$ cat src/rtl/pwm_bank_sync.sv
module pwm_bank_sync #(
  parameter int NCH  = 8,
  parameter int CW   = 16,
  parameter int DBW  = 8,
  parameter int DIVW = 4,
  localparam int AW  = $clog2(2*NCH+1)
) (
  input  logic            clk,
  input  logic            rst,
  input  logic            wr_en,
  input  logic [AW-1:0]   wr_addr,
  input  logic [CW-1:0]   wr_data,
  input  logic            load_req,
  input  logic [1:0]      reload_sel,
  input  logic [DIVW-1:0] irq_div,
  output logic [NCH-1:0]  out_a,
  output logic [NCH-1:0]  out_b,
  output logic            irq,
  output logic            load_pending
);

  logic [CW-1:0]   prd_sh, prd_act, cnt;
  logic            up, armed;
  logic [DIVW-1:0] irq_cnt;

  wire zero_ev = !up && (cnt == '0);
  wire prd_ev  = up && (cnt >= prd_act);
  wire bnd     = (reload_sel[0] && zero_ev) || (reload_sel[1] && prd_ev);
  wire apply   = armed && bnd;

  assign load_pending = armed;

  always_ff @(posedge clk) begin
    if (rst) begin
      cnt     <= '0;
      up      <= 1'b1;
      prd_sh  <= '0;
      prd_act <= '0;
      armed   <= 1'b0;
      irq_cnt <= '0;
      irq     <= 1'b0;
    end else begin
      if (up) begin
        if (cnt >= prd_act) begin
          up  <= 1'b0;
          cnt <= (cnt == '0) ? '0 : cnt - CW'(1);
        end else begin
          cnt <= cnt + CW'(1);
        end
      end else begin
        if (cnt == '0) begin
          up  <= 1'b1;
          cnt <= (prd_act == '0) ? '0 : CW'(1);
        end else begin
          cnt <= cnt - CW'(1);
        end
      end

      if (load_req)   armed <= 1'b1;
      else if (apply) armed <= 1'b0;

      if (apply) prd_act <= prd_sh;
      if (wr_en && wr_addr == '0) prd_sh <= wr_data;

      irq <= zero_ev && (irq_cnt >= irq_div);
      if (zero_ev) irq_cnt <= (irq_cnt >= irq_div) ? '0 : irq_cnt + DIVW'(1);
    end
  end

  for (genvar i = 0; i < NCH; i++) begin : g_ch
    logic [CW-1:0]  cmp_sh, cmp_act;
    logic [DBW-1:0] db_sh, db_act, run, run_n;
    logic           lvl, raw, a_q, b_q;

    assign raw   = cnt < cmp_act;
    assign run_n = (raw != lvl) ? '0 : ((&run) ? run : run + DBW'(1));

    always_ff @(posedge clk) begin
      if (rst) begin
        cmp_sh  <= '0;
        cmp_act <= '0;
        db_sh   <= '0;
        db_act  <= '0;
        run     <= '0;
        lvl     <= 1'b0;
        a_q     <= 1'b0;
        b_q     <= 1'b0;
      end else begin
        if (apply) begin
          cmp_act <= (cmp_sh > prd_sh) ? prd_sh : cmp_sh;
          db_act  <= db_sh;
        end
        if (wr_en && wr_addr == AW'(i + 1))       cmp_sh <= wr_data;
        if (wr_en && wr_addr == AW'(NCH + 1 + i)) db_sh  <= wr_data[DBW-1:0];
        lvl <= raw;
        run <= run_n;
        a_q <= raw && (run_n >= db_act);
        b_q <= !raw && (run_n >= db_act);
      end
    end

    assign out_a[i] = a_q;
    assign out_b[i] = b_q;
  end

endmodule

$ cat config.mk
export PLATFORM = sky130hd
export DESIGN_NAME = pwm_bank_sync
export DESIGN_NICKNAME = d
export VERILOG_FILES = /design/src/rtl/pwm_bank_sync.sv
export SDC_FILE = /design/constraint.sdc
export NUM_CORES = 2
export LEC_CHECK = 0
export BUFFER_PORTS_ARGS = -buffer_cell sky130_fd_sc_hd__buf_2
export CORE_UTILIZATION = 40
export CTS_BUF_LIST = sky130_fd_sc_hd__clkbuf_8
export CTS_CLUSTER_SIZE = 16
export DETAILED_ROUTE_END_ITERATION = 10
export PLACE_DENSITY_LB_ADDON = 0.08
export SLEW_MARGIN = 10
export SYNTH_ARGS = -nofsm -noshare
export SYNTH_HDL_FRONTEND = slang
export SYNTH_SLANG_ARGS = --single-unit
$ cat constraint.sdc
create_clock -name clk -period 3.6 [get_ports clk]
set_input_delay 0.36 -clock clk [delete_from_list [all_inputs] [get_ports clk]]
set_output_delay 0.36 -clock clk [all_outputs]
set_load 0.02 [all_outputs]
==> results.yml <==
status:
  outcome: "complete, but fails checks"
  violations: "DRC"
clocking:
  numCtsBuffers: 99
  clk_latency_ns: 0.70
  clk_pin_slew_ns: 0.06
  cts_root_buffer: "clkbuf_8"
  cts_tree: "built"
  h-tree-depth: 3
  cts_buffer_depth: 3
  cts_sinks: 527
synth:
  synthFlopType: "dfxtp_1"
  synth_edf_count: 0
  synth_mux_area_share_pct: 7.014
  yosys.area_share.simple_pct: 17.43
  synth_nets: 3803
  synthDistinctLibCells: 67
  yosysTopAreaCell: "dfxtp_1"
  synth_compound_area_share_pct: 17.37
  ys_seq_elements: 527
  yosysTopAreaCellShare_pct: 35.65
  synth_xor_area_share_pct: 1.087
  syn_area_per_cell_sq_um: 8.633
  yosys-top-cells-area: "dfxtp_1, ha_1, mux2i_1"
  ys_async_sr_fraction_pct: 0
  syn_area_sq_mm: 0.02959
  netlist_instances: 3428
  synthAdderAreaFrac_pct: 14.54
  synth_warnings: 0
  seq_area_frac_synth_pct: 35.65
  synth_top_family_by_area: "simple AND/OR/NAND/NOR gates"
placed_design:
  placedCellCount: 4342
  placed_cell_area_sq_mm: 0.03124
  io_buffers: 48
  dpl_worst_slack_ns: -0.1679
  hpwl_um: 68640
  gp_congestion: 0.9084
timing:
  tns_ns: 0
  maxSlewHeadroom_pct: 26.28
  fmax_ghz: 0.2796
  skew_ns: 0.02814
  slew_viol_final: 0
  hold_violations: 0
  finalSetupViolCount: 0
  rsz0062_at_grt: "true"
  finalCriticalPeriod_ns: 3.577
  fin_crit_sh_pct: 99.37
  worstMarginPinSlew_ns: 1.102
  whs_ns: 0.06342
  fin_ws_ns: 0.02283
detailed_routing:
  routed_wl_um: 98800
  drc: 7
  drtPass1Iterations: 10
  wire_per_inst_um: 21.74
  vias_per_cell: 5.629
  ant_nets: 0
  num_vias: 25590
  drt_iter0_markers: 1973
layout:
  stdcell_area_sq_mm: 0.03403
  instances_no_fill: 4545
  mostFrequentLayoutCells: "dfxtp_1, nand2_1, a21oi_1"
  fin_nets: 3878
  final_common_cell: "dfxtp_1"
  area_delta_synth_final_pct: 14.97
  final-seq-area_sq_mm: 0.01059
  nFillCells: 7104
  multi_input_area_sq_mm: 0.01742
  drive_above_1_share_pct: 13.06
grt:
  grt_remaining_overflow: 0
  antenna_found_initial: 1
  grt_start_max_net_pins: 126
  first_global_vias: 24300
  grt_pass1_wl_um: 150100
  grtUsageTotal_pct: 26.01
power:
  peakVddDrop_mv: 0.3947
  power_density_mw_per_mm2: 721.3
  p_leak_nw: 13.17
setup_path:
  crit_path_max_fanout: 6
  cp.arrival_ns: 4.14
  cpMaxStageDelayCell: "or3_4"
  cp_slowest_stage_delay_ns: 0.38
  worstPathRequired_ns: 4.16
  r2r_slack_ns: 0.02
  crit_chain: "buf_4 > ha_2 > nand4_1 > or3_4 > a211o_1 > nor4b_4 > xor2_1 > nand2b_1 > ha_1 > nand2b_1 > a21o_1 > a21o_1 > a21oi_2 > o21ai_0 > o21ai_1 > nor3b_1"
  end_kind: "register"
  start_kind: "register"
  critPathKind: "register to register"
floorplan:
  core_area_sq_mm: 0.07308
  io_pins: 49
  row_count: 99
  start_util_pct: 40.49
  die_w_um: 274.0
  die_height_um: 274.0
  die_area_sq_mm: 0.07508
run:
  maxCapViolations: 0
worst_hold_path:
  min_path_type: "primary input to register"
power by group:
group | leakage, nW | internal [W] | total [W] | switching (W)
Sequential | 4.28 | 0.00652 | 0.00701 | 0.000488
Combinational | 7.66 | 0.00510 | 0.0112 | 0.00607
Clock | 1.23 | 0.00365 | 0.00636 | 0.00271
Total | 13.2 | 0.0153 | 0.0245 | 0.00927
cell families (layout without fill, tap and decap cells):
kind of cell	count (synthesis)	in the layout
XOR/XNOR	35	35
adder cells (fa/ha/maj)	344	344
other	0	2
flip-flops	527	527
AO/OA/AOI/OAI	818	818
AND/OR/NAND/NOR	1013	1013
buffers and inverters	484	640
multiplexers	207	207
cells in the mapped netlist, types with 3 or more instances:
library cell,count
nor3b_1,27
nor2b_1,38
nand2b_1,44
mux2i_1,204
nand3_1,69
o21a_1,46
nand4b_1,80
nor4_1,25
or4_1,11
buf_6,5
ha_1,344
a21boi_0,6
nand4_1,63
a221o_1,4
and3_1,17
nor2_1,180
xnor2_1,8
a21o_1,52
and4_1,6
a211o_1,11
nand3b_1,3
o211ai_1,16
xor2_1,25
o21ai_0,59
a211oi_1,108
clkbuf_1,150
nand2_1,345
inv_1,244
mux2_2,3
o21ai_1,3
o22ai_1,6
a31oi_1,46
nor2_2,6
a2111oi_0,10
and2_1,9
buf_1,10
a221oi_1,9
a21oi_1,348
or2_2,3
buf_2,37
nor3_1,69
or3_1,9
dfxtp_1,527
o31ai_1,77
buf_4,38
critical path, delay by kind of cell, from the launching register on:
kind,cells,cell delay [ns]
AOI/OAI and AO/OA,6,1.05
xor gates and xnor gates,1,0.19
adders and majority gates,2,0.58
buffers and inverters,1,0.16
DFF,1,0.36
and+or+nand+nor,6,1.09
sequential cells by signal (all words and copies together) (netlist names):
signal and count:
irq_cnt 4, g_ch.cmp_sh 128, g_ch.db_act 64, g_ch.run 64
up 1, g_ch.a_q 8, g_ch.cmp_act 128, load_pending 1
g_ch.db_sh 64, prd_sh 16, prd_act 16, cnt 16
g_ch.lvl 8, g_ch.b_q 8, irq 1
area by class of cell:
type / count / share of cell area [%]
Multi-Input combinational cell: 2417 / 51.20
Sequential cell: 527 / 31.12
Clock buffer: 130 / 5.259
Timing Repair Buffer: 214 / 5.045
Tap cell: 959 / 3.527
Inverter: 244 / 2.692
Clock inverter: 52 / 1.147
Antenna cell: 2 / 0.01471
layer usage:
metal / vias to the layer above / track usage, % / share of wire [%]
met3: 180 / 4.011 / 6.0
met2: 745 / 39.07 / 43
li1: 12420 / - / -
met5: - / 0 / 0
met1: 12250 / 37.40 / 48
met4: 0 / 9.211 / 3.2
what timing repair did:
item / in CTS / in global routing
endpoints found under the setup margin: 14 / 16
endpoints found under the hold margin: 1 / 0
gates resized for setup: 14 / 85
hold buffers: 1 / 0
pin swaps: 5 / 45
setup buffers: 1 / 18
through the flow:
step / util, % / power [W]
after global placement: 42.74 / 0.01669
after detailed placement: 42.74 / 0.01689
after CTS: 45.82 / 0.02354
final: 46.56 / 0.02454
after global routing: 46.56 / 0.02620
after floorplan: - / 0.01360
final timing paths:
path | cells after the start | to | from
setup reg to reg | 16 | g_ch[4].a_q | cnt[13]
hold / removal | 3 | g_ch[1].cmp_sh[9] | wr_data[9]
hold reg to reg | 1 | g_ch[1].cmp_act[13] | g_ch[1].cmp_act[13]
setup / recovery | 16 | g_ch[4].a_q | cnt[13]
Note: power is estimated with default switching activity, not from simulation.
